$ cat src/rtl/iack_pkg.sv
// Shared types and constants for the interrupt acknowledge unit.
package iack_pkg;
    typedef enum logic [2:0] {
        ST_IDLE,  // bus released
        ST_ADDR,  // address and function code driven, strobes high
        ST_STRB,  // strobes asserted, responses not yet sampled
        ST_WAIT,  // strobes asserted, sampling responses
        ST_DONE   // strobes released, result pulse
    } iack_state_t;

    localparam int LVL_W = 3;
    localparam logic [7:0] AUTOVEC_BASE = 8'h18;
    localparam logic [2:0] FC_IACK = 3'b111;
endpackage

$ cat src/rtl/iack_sequencer.sv
// Cycle sequencer: accepts a start with a nonzero level, steps through the
// address, strobe and wait phases, and classifies the response.
// Assumes the response inputs are already synchronous to clk.
module iack_sequencer
    import iack_pkg::*;
(
    input  logic             clk,
    input  logic             rst_n,
    input  logic             start_i,
    input  logic [LVL_W-1:0] level_i,
    input  logic             dtack_n_i,
    input  logic             vpa_n_i,
    input  logic             berr_n_i,
    output iack_state_t      state_o,
    output logic [LVL_W-1:0] level_o,
    output logic             take_o,     // response accepted this cycle
    output logic             use_auto_o, // accepted response is autovector
    output logic             ok_o,       // completion with vector
    output logic             err_o       // completion with error
);
    iack_state_t state_q, state_d;
    logic [LVL_W-1:0] lvl_q;
    logic ok_q, err_q;
    logic any_resp, bad_resp;

    // Classify the response lines (all active low).
    always_comb begin
        any_resp   = !dtack_n_i || !vpa_n_i || !berr_n_i;
        bad_resp   = !berr_n_i || (!dtack_n_i && !vpa_n_i);
        take_o     = (state_q == ST_WAIT) && any_resp;
        use_auto_o = !vpa_n_i;
    end

    // Next-state selection.
    always_comb begin
        state_d = state_q;
        unique case (state_q)
            ST_IDLE: if (start_i && level_i != '0) state_d = ST_ADDR;
            ST_ADDR: state_d = ST_STRB;
            ST_STRB: state_d = ST_WAIT;
            ST_WAIT: if (any_resp) state_d = ST_DONE;
            ST_DONE: state_d = ST_IDLE;
            default: state_d = ST_IDLE;
        endcase
    end

    // State, latched level and outcome registers.
    always_ff @(posedge clk) begin
        if (!rst_n) begin
            state_q <= ST_IDLE;
            lvl_q   <= '0;
            ok_q    <= 1'b0;
            err_q   <= 1'b0;
        end else begin
            state_q <= state_d;
            if (state_q == ST_IDLE && start_i && level_i != '0)
                lvl_q <= level_i;
            else if (state_q == ST_DONE)
                lvl_q <= '0;
            ok_q  <= take_o && !bad_resp;
            err_q <= take_o && bad_resp;
        end
    end

    assign state_o = state_q;
    assign level_o = lvl_q;
    assign ok_o    = ok_q;
    assign err_o   = err_q;

    // a zero level never leaves idle.
    a_r2_zero_level_ignored: assert property (@(posedge clk) disable iff (!rst_n)
        (state_q == ST_IDLE && level_i == '0) |=> (state_q == ST_IDLE));
    // every completion returns to idle next cycle.
    a_r10_done_to_idle: assert property (@(posedge clk) disable iff (!rst_n)
        (state_q == ST_DONE) |=> (state_q == ST_IDLE));
endmodule

$ cat src/rtl/iack_addr_gen.sv
// Drives the bus address, function code and strobes from the sequencer state.
// Assumes level is stable for the whole cycle.
module iack_addr_gen
    import iack_pkg::*;
#(
    parameter int ADDR_W = 24
) (
    input  iack_state_t      state_i,
    input  logic [LVL_W-1:0] level_i,
    output logic [ADDR_W-1:0] addr_o,
    output logic [2:0]        fc_o,
    output logic              as_n_o,
    output logic              lds_n_o
);
    localparam int LVL_LO = 1;
    localparam int LVL_HI = LVL_LO + LVL_W - 1;

    logic in_cycle, strobing;

    // Phase decode.
    always_comb begin
        in_cycle = (state_i != ST_IDLE);
        strobing = (state_i == ST_STRB) || (state_i == ST_WAIT);
    end

    // Build each address line: level on lines LVL_HI..LVL_LO, ones elsewhere.
    for (genvar i = 0; i < ADDR_W; i++) begin : g_line
        if (i >= LVL_LO && i <= LVL_HI) begin : g_lvl
            assign addr_o[i] = in_cycle & level_i[i-LVL_LO];
        end else begin : g_one
            assign addr_o[i] = in_cycle;
        end
    end

    // Function code and strobes.
    always_comb begin
        fc_o    = in_cycle ? FC_IACK : 3'b000;
        as_n_o  = !strobing;
        lds_n_o = !strobing;
    end
endmodule

$ cat src/rtl/iack_vector_sel.sv
// Holds the vector: the low data byte, or the base plus the level for an autovector.
// Assumes load is asserted only on the cycle a response is accepted.
module iack_vector_sel
    import iack_pkg::*;
#(
    parameter int DATA_W = 16,
    parameter int VEC_W  = 8
) (
    input  logic              clk,
    input  logic              rst_n,
    input  logic              load_i,
    input  logic              use_auto_i,
    input  logic [LVL_W-1:0]  level_i,
    input  logic [DATA_W-1:0] data_i,
    output logic [VEC_W-1:0]  vector_o
);
    logic [VEC_W-1:0] auto_vec, next_vec, vec_q;

    // Pick the vector source.
    always_comb begin
        auto_vec = VEC_W'(AUTOVEC_BASE) + VEC_W'(level_i);
        next_vec = use_auto_i ? auto_vec : data_i[VEC_W-1:0];
    end

    // Vector register.
    always_ff @(posedge clk) begin
        if (!rst_n)      vec_q <= '0;
        else if (load_i) vec_q <= next_vec;
    end

    assign vector_o = vec_q;
endmodule

$ cat src/rtl/irq_ack_unit.sv
// Interrupt acknowledge cycle unit, top level.
// Assumes synchronous response inputs and that masking is done upstream.
module irq_ack_unit
    import iack_pkg::*;
#(
    parameter int ADDR_W = 24,
    parameter int DATA_W = 16,
    parameter int VEC_W  = 8
) (
    input  logic              clk,
    input  logic              rst_n,
    input  logic              start_i,
    input  logic [2:0]        level_i,
    input  logic [DATA_W-1:0] data_i,
    input  logic              dtack_n_i,
    input  logic              vpa_n_i,
    input  logic              berr_n_i,
    output logic [ADDR_W-1:0] addr_o,
    output logic [2:0]        fc_o,
    output logic              as_n_o,
    output logic              lds_n_o,
    output logic              vector_valid_o,
    output logic [VEC_W-1:0]  vector_o,
    output logic              error_o
);
    iack_state_t      state;
    logic [LVL_W-1:0] lvl;
    logic take, use_auto, ok, err;

    iack_sequencer u_seq (
        .clk(clk), .rst_n(rst_n), .start_i(start_i), .level_i(level_i),
        .dtack_n_i(dtack_n_i), .vpa_n_i(vpa_n_i), .berr_n_i(berr_n_i),
        .state_o(state), .level_o(lvl), .take_o(take), .use_auto_o(use_auto),
        .ok_o(ok), .err_o(err)
    );

    iack_addr_gen #(.ADDR_W(ADDR_W)) u_addr (
        .state_i(state), .level_i(lvl), .addr_o(addr_o), .fc_o(fc_o),
        .as_n_o(as_n_o), .lds_n_o(lds_n_o)
    );

    iack_vector_sel #(.DATA_W(DATA_W), .VEC_W(VEC_W)) u_vec (
        .clk(clk), .rst_n(rst_n), .load_i(take), .use_auto_i(use_auto),
        .level_i(lvl), .data_i(data_i), .vector_o(vector_o)
    );

    assign vector_valid_o = ok;
    assign error_o        = err;

    // the two strobes always move together.
    a_r4_strobes_paired: assert property (@(posedge clk) disable iff (!rst_n)
        as_n_o == lds_n_o);
    // while strobing, lines 3..1 are nonzero and all other lines are high.
    a_r3_addr_pattern: assert property (@(posedge clk) disable iff (!rst_n)
        !as_n_o |-> ((addr_o | ADDR_W'(4'b1110)) == '1 && addr_o[3:1] != 3'd0 && fc_o == 3'b111));
    // a result is either a vector or an error, never both.
    a_r8_exclusive_result: assert property (@(posedge clk) disable iff (!rst_n)
        !(vector_valid_o && error_o));
    // the valid flag is a single-cycle pulse.
    a_r10_valid_pulse: assert property (@(posedge clk) disable iff (!rst_n)
        vector_valid_o |=> !vector_valid_o);
    // an autovector completion carries the base plus the level still on the address lines.
    a_r7_autovector: assert property (@(posedge clk) disable iff (!rst_n)
        (vector_valid_o && $past(!vpa_n_i)) |-> (vector_o == VEC_W'(8'h18) + VEC_W'(addr_o[3:1])));
    // strobes are released in the completion cycle.
    a_r4_release_on_done: assert property (@(posedge clk) disable iff (!rst_n)
        (vector_valid_o || error_o) |-> (as_n_o && lds_n_o));
endmodule

$ cat config.mk
export PLATFORM = sky130hd
export DESIGN_NAME = irq_ack_unit
export DESIGN_NICKNAME = d
export VERILOG_FILES = /design/src/rtl/iack_pkg.sv /design/src/rtl/iack_sequencer.sv /design/src/rtl/iack_addr_gen.sv /design/src/rtl/iack_vector_sel.sv /design/src/rtl/irq_ack_unit.sv
export SDC_FILE = /design/constraint.sdc
export NUM_CORES = 1
export LEC_CHECK = 0
export BUFFER_PORTS_ARGS = -buffer_cell sky130_fd_sc_hd__buf_2
export CAP_MARGIN = 20
export CELL_PAD_IN_SITES_DETAIL_PLACEMENT = 0
export CELL_PAD_IN_SITES_GLOBAL_PLACEMENT = 1
export CORE_ASPECT_RATIO = 0.8
export CORE_MARGIN = 1
export CORE_UTILIZATION = 29
export CTS_CLUSTER_SIZE = 8
export DETAILED_ROUTE_END_ITERATION = 10
export PLACE_DENSITY_LB_ADDON = 0.1
export SYNTH_ARGS = -nofsm -noshare
export SYNTH_HDL_FRONTEND = slang
export SYNTH_SLANG_ARGS = --single-unit
$ cat constraint.sdc
create_clock -name clk -period 4 [get_ports clk]
set_input_delay 0.8 -clock clk [delete_from_list [all_inputs] [get_ports clk]]
set_output_delay 0.8 -clock clk [all_outputs]
set_load 0.03 [all_outputs]
==> results of run 1 <==
per-layer routing:
layer	track usage, %	vias up
met5	0	-
met1	14.9	335
li1	-	377
met2	17.2	22
met3	6.25	2
met4	2.27	0
worst min-delay path, cell delays in order, from the launching register on:
cell	delay, ns
dfxtp_1	0.31
nand2_1	0.05
mux2i_1	0.05
Yosys cell counts, drive strengths merged:
library cell | instances | area (µm²)
a21oi | 5 | 25.0
o211ai | 1 | 7.51
or2 | 1 | 6.26
clkbuf | 1 | 3.75
or3 | 1 | 6.26
nand2 | 3 | 11.3
a31oi | 2 | 12.5
inv | 6 | 22.5
mux2i | 6 | 60.1
nand2b | 1 | 6.26
nor3 | 1 | 5.00
o21ai | 2 | 10.0
buf | 28 | 221
a32o | 3 | 30.0
a2111oi | 1 | 8.76
and3 | 1 | 6.26
nor2 | 2 | 7.51
nor2b | 3 | 18.8
a211oi | 3 | 22.5
and3b | 1 | 8.76
and2 | 2 | 15.0
and2b | 1 | 7.51
a311oi | 2 | 17.5
dfxtp | 16 | 320
nand3 | 5 | 25.0
registers in the layout, summed over array words and instances, names as in the netlist:
name	count
u_seq.err_o	1
u_seq.ok_o	1
u_seq.state_o	3
u_vec.vector_o	8
u_seq.level_o	3
final timing paths:
check	end	startpoint	slack, ns
hold / removal	u_vec.vector_o[6]	u_vec.vector_o[6]	0.46
hold reg to reg	u_vec.vector_o[6]	u_vec.vector_o[6]	0.46
setup / recovery	addr_o[19]	u_seq.state_o[0]	1.57
setup reg to reg	u_vec.vector_o[7]	u_seq.state_o[1]	2.71
final cells by class:
| cell class | count | area (µm²) | share of cell area [%] |
|---|---|---|---|
| clock buffers | 4 | 55.1 | 5.30 |
| inverters | 6 | 22.5 | 2.17 |
| well taps | 38 | 47.5 | 4.58 |
| repair buffers | 55 | 275 | 26.5 |
| flip-flops and latches | 16 | 320 | 30.8 |
| multi-input cells | 47 | 318 | 30.6 |
power by group through the flow:
stage                     Sequential, mW  Clock, mW  Combinational (mW)
after floorplan                    0.180          0               0.209
after global placement             0.177          0               0.207
after detailed placement           0.177          0               0.207
after CTS                          0.174      0.145               0.207
after global routing               0.175      0.152               0.219
final                              0.174      0.142               0.204
cell families (layout without fill, tap and decap cells):
kind of cell | Yosys count | in the layout | share of synthesized area, %
buffers and inverters | 35 | 65 | 28.0
AO/OA/AOI/OAI | 19 | 19 | 15.1
flip-flops | 16 | 16 | 36.2
multiplexers | 6 | 6 | 6.78
AND/OR/NAND/NOR | 22 | 22 | 14.0
==> qor.yml, run 1 <==
run_status:
  outcome: "finished, final reports clean"
clock_tree:
  cts_resized: 0
  clk_latency_ns: 0.25
  clk_pin_slew_worst_paths_ns: 0.06
  htree_num_levels: 1
  cts_tree: "done"
  hold_buffers: 0
  cts.root.buffer_cell: "clkbuf_8"
  numCtsBuffers: 3
  cts_sinks: 16
  postCtsSetupRepairBufs: 0
  cts_buffer_depth: 2
synthesis:
  syn_inst: 98
  synth.ff_latch_count: 16
  syn_area_um2: 886
  ys_warn_count: 0
  syn_nets: 123
  syn_area_per_cell_um2: 9.04
  ys_seq_area_share_pct: 36.2
  synth.distinct_cells: 27
placed_design:
  dp_hpwl_mm: 1.42
  postPlaceCellArea_um2: 983
  gp_congestion: 0.633
  dp_worst_setup_slack_ns: 1.78
  placed_cells: 162
  portBuffers: 55
sta:
  timing.final.ws_setup_ns: 1.57
  final_max_slew_viol_count: 0
  setup_violations: 0
  period_share_pct: 60.8
  relSlewSlack_pct: 69.9
  rsz0062_at_grt: "false"
  hold_ws_ns: 0.461
  fin_setup_tns_ns: 0
  tightest_slew_ns: 0.448
  max_freq_mhz: 411
  finalHoldViolations: 0
  final.min_clock_period_ns: 2.43
  fin_skew_ns: 0.00366
power_and_ir_drop:
  power_uw: 520
  net-switching-power_uw: 213
  combPwrFrac_pct: 39.3
  internal_power_uw: 307
  max-vdd-ir-drop_v: 0.000153
  powerDensity_mw_per_mm2: 501
  power_frac_seq_pct: 33.4
  pwr-share-clk_pct: 27.3
  p_leak_nw: 0.531
  switching_share_pct: 41.0
final_layout:
  n_fill_cell: 322
  fin_util_pct: 36.7
  layout_common_cells: "55 x buf_2, 16 x dfxtp_1, 6 x mux2i_1, 6 x inv_1"
  antenna_cells: 0
  final_common_cell: "buf_2"
  syn_to_final_growth_pct: 17.2
  instances_no_fill: 166
  final_nets: 154
  drive_above_1_share_pct: 47.7
  fin_area_mm2: 0.00104
die:
  die_area_mm2: 0.00328
  io_pins: 64
  core_mm2: 0.00283
  die_w_um: 63.8
  die_h_um: 51.4
  core.rowCount: 17
  initial_core_util_pct: 31.3
global_routing:
  grt_pass1_vias: 613
  grt_use_total_pct: 11.7
  grt_first_pass_wirelength_mm: 2.86
  grt_max_degree: 25
  antenna_found_initial: 0
  overflow: 0
setup_path:
  worst_setup_path_start_kind: "register"
  critPathBufInv: 2
  criticalPathCategory: "reg2out"
  cpMaxStageDelayCell: "nor3_1"
  worstRegToRegCells: 3
  critPathCaptureType: "output port"
  cpLargestDelayFamily: "buffers and inverters"
  crit_chain: "nor3_1, inv_1, buf_2"
  critical_path_arrival_ns: 1.63
  cp_max_fo: 24
  cp_data_required_time_ns: 3.20
  slowest_delay_ns: 0.42
  cp_num_cells: 3
route:
  met2_length_um: 825
  maxUsedRoutingLayer: "met4"
  drt_first_pass_iters: 5
  wl_met1_um: 846
  wl_per_cell_um: 10.9
  drtIter0Drc: 27
  num_vias: 736
  ant_nets: 0
  met3WireLength_um: 131
  finalWirelength_mm: 1.81
  vias_per_cell: 4.43
  drc: 0
job:
  maxCapViolCount: 0
worst_hold_path:
  worst_hold_path_type: "reg2reg"
  hold_depth: 2
Note: power is estimated with default switching activity, not from simulation.
==> inputs of run 2 (changes only) <==
--- a/config.mk
+++ b/config.mk
@@ -11,7 +11,7 @@
 export CELL_PAD_IN_SITES_GLOBAL_PLACEMENT = 1
 export CORE_ASPECT_RATIO = 0.8
 export CORE_MARGIN = 1
-export CORE_UTILIZATION = 29
+export CORE_UTILIZATION = 27
 export CTS_CLUSTER_SIZE = 8
 export DETAILED_ROUTE_END_ITERATION = 10
 export PLACE_DENSITY_LB_ADDON = 0.1
==> constraint.sdc (replaced) <==
create_clock -name clk -period 2.5 [get_ports clk]
set_input_delay 0.5 -clock clk [delete_from_list [all_inputs] [get_ports clk]]
set_output_delay 0.5 -clock clk [all_outputs]
set_load 0.03 [all_outputs]
==> run 2 against run 1 <==
Compared with the run above: setup slack got worse by 1.2 ns; utilization is 3.7 points lower; highest routed layer unchanged; combinational power up 60%; power increased by 52%; cell count is 0.60% higher; sequential share of layout area grew 0.34 points; sequential power increased by 60%; final area down 1.1%.
==> qor.yml, run 2 (synthesized netlist as in run 1, its figures left out) <==
global_routing:
  overflow: 0  # unchanged
  grt_first_pass_wirelength_mm: 3.00  # +5.1%
  grt_use_total_pct: 11.6  # -0.039 points
  antenna_found_initial: 0  # unchanged
  grt_max_degree: 25  # unchanged
  grt_pass1_vias: 640  # +4.4%
die:
  io_pins: 64  # unchanged
  core_mm2: 0.00311  # +9.9%
  die_h_um: 53.2  # +3.5%
  core.rowCount: 18  # +1
  die_w_um: 66.0  # +3.5%
  die_area_mm2: 0.00352  # +7.1%
  initial_core_util_pct: 28.5  # -2.8 points
clock_tree:
  clk_pin_slew_worst_paths_ns: 0.06  # about the same
  cts_sinks: 16  # unchanged
  clk_latency_ns: 0.24  # about the same
  postCtsSetupRepairBufs: 0  # unchanged
  htree_num_levels: 1  # unchanged
  cts_tree: "done"
  cts_buffer_depth: 2  # unchanged
  numCtsBuffers: 3  # unchanged
  hold_buffers: 0  # unchanged
  cts.root.buffer_cell: "clkbuf_8"
  cts_resized: 0  # unchanged
final_layout:
  antenna_cells: 0  # unchanged
  multi_input_area_um2: 318  # unchanged
  seqCellArea_um2: 320  # unchanged
  final_common_cell: "buf_2"
  largest_reg_flops: 8  # unchanged
  n_fill_cell: 338  # +5.0%
  drive_above_1_share_pct: 47.2  # -0.41 points
  final_nets: 154  # unchanged
  syn_to_final_growth_pct: 16.0
  layout_common_cells: "55 x buf_2, 16 x dfxtp_1, 6 x mux2i_1, 6 x inv_1"
setup_path:
  criticalPathCategory: "reg2out"
  slowest_delay_ns: 0.40  # -0.02 ns
  critical_path_arrival_ns: 1.61  # -0.02 ns
  cp_data_required_time_ns: 2.00  # -1.20 ns
  crit_chain: "nor3_1, inv_1, buf_2"
  critPathCaptureType: "output port"
  cp_max_fo: 24  # unchanged
  worst_setup_path_start_kind: "register"
  cpMaxStageDelayCell: "nor3_1"
route:
  finalWirelength_mm: 1.81  # +0.11%
  num_vias: 721  # -2.0%
  drt_first_pass_iters: 4  # -1
  ant_nets: 0  # unchanged
  drtIter0Drc: 48  # +78%
  wl_per_cell_um: 10.9  # -0.49%
  vias_per_cell: 4.32  # -2.6%
  drc: 0  # unchanged
power_and_ir_drop:
  power_frac_seq_pct: 35.0  # +1.6 points
  powerDensity_mw_per_mm2: 772  # +54%
  combPwrFrac_pct: 41.1  # +1.8 points
  switching_share_pct: 42.2  # +1.2 points
  p_leak_nw: 0.524  # -1.4%
  net-switching-power_uw: 335  # +57%
  pwr-share-clk_pct: 23.8  # -3.5 points
  max-vdd-ir-drop_v: 0.000268  # +76%
  internal_power_uw: 458  # +49%
sta:
  fin_skew_ns: 0.00151  # -0.00215 ns
  period_share_pct: 84.2
  rsz0062_at_grt: "false"
  finalHoldViolations: 0  # unchanged
  hold_ws_ns: 0.460  # -0.00163 ns
  fin_setup_tns_ns: 0  # unchanged
  relSlewSlack_pct: 70.8  # +0.95 points
  max_freq_mhz: 475
  timing.final.ws_setup_ns: 0.394  # -1.17 ns
  tightest_slew_ns: 0.434  # -0.0141 ns
  final_max_slew_viol_count: 0  # unchanged
  setup_violations: 0  # unchanged
  final.min_clock_period_ns: 2.11
placed_design:
  gp_congestion: 0.678  # +7.0%
  dp_worst_setup_slack_ns: 0.610  # -1.17 ns
  portBuffers: 55  # unchanged
  dp_hpwl_mm: 1.40  # -1.6%
run_status:
  outcome: "finished, final reports clean"
worst_hold_path:
  worst_hold_path_type: "reg2reg"
job:
  maxCapViolCount: 0  # unchanged
## run 2: cell types whose count changed in the layout (fill, tap and decap cells not counted)
cell	delta
clkbuf_8	-1
## run 2: per-layer routing
metal | track usage (%) | vias to the layer above | share of wire [%]
met1 | 14.6 | 329 | 45
li1 | - | 369 | -
met3 | 5.60 | 2 | 8.3
met5 | 0 | - | 0
met4 | 2.13 | 0 | 0.39
met2 | 18.0 | 21 | 46
## run 2: layout make-up
class                      count  area share [%]
multi-input combinational     47            30.9
timing repair buffer          55            26.8
tap                           40            4.87
clock buffer                   3            4.02
inverter                       6            2.19
sequential                    16            31.2
## run 2: worst paths after layout
kind / start / end / slack (ns) / cells after the start
setup / recovery: u_seq.state_o[1] / addr_o[9] / 0.39 / 3
hold / removal: u_vec.vector_o[6] / u_vec.vector_o[6] / 0.46 / 2
setup reg to reg: u_seq.state_o[1] / u_vec.vector_o[7] / 1.21 / 3
hold reg to reg: u_vec.vector_o[6] / u_vec.vector_o[6] / 0.46 / 2
## run 2: worst max-delay path: cells and delay by family, from the launching register on
| kind | cells | cell delay, ns |
|---|---|---|
| buf+inv | 2 | 0.59 |
| simple gates | 1 | 0.40 |
| flops | 1 | 0.36 |
## run 2: per-stage QoR
step | total power, mW | instances | cell area [µm²] | util (%)
5_1_grt | 0.855 | 167 | 1030 | 33.1
4_1_cts | 0.804 | 167 | 1030 | 33.1
2_1_floorplan | 0.623 | 98 | 886 | -
3_5_place_dp | 0.613 | 164 | 986 | 31.7
3_3_place_gp | 0.614 | 164 | 986 | 31.7
6_report | 0.793 | 167 | 1030 | 33.1
## run 2: power groups by stage
stage | Clock, mW | Combinational [mW] | Sequential [mW]
floorplan | 0 | 0.335 | 0.289
global placement | 0 | 0.330 | 0.284
detailed placement | 0 | 0.330 | 0.284
CTS | 0.197 | 0.330 | 0.278
global route | 0.216 | 0.359 | 0.280
finish | 0.189 | 0.326 | 0.278
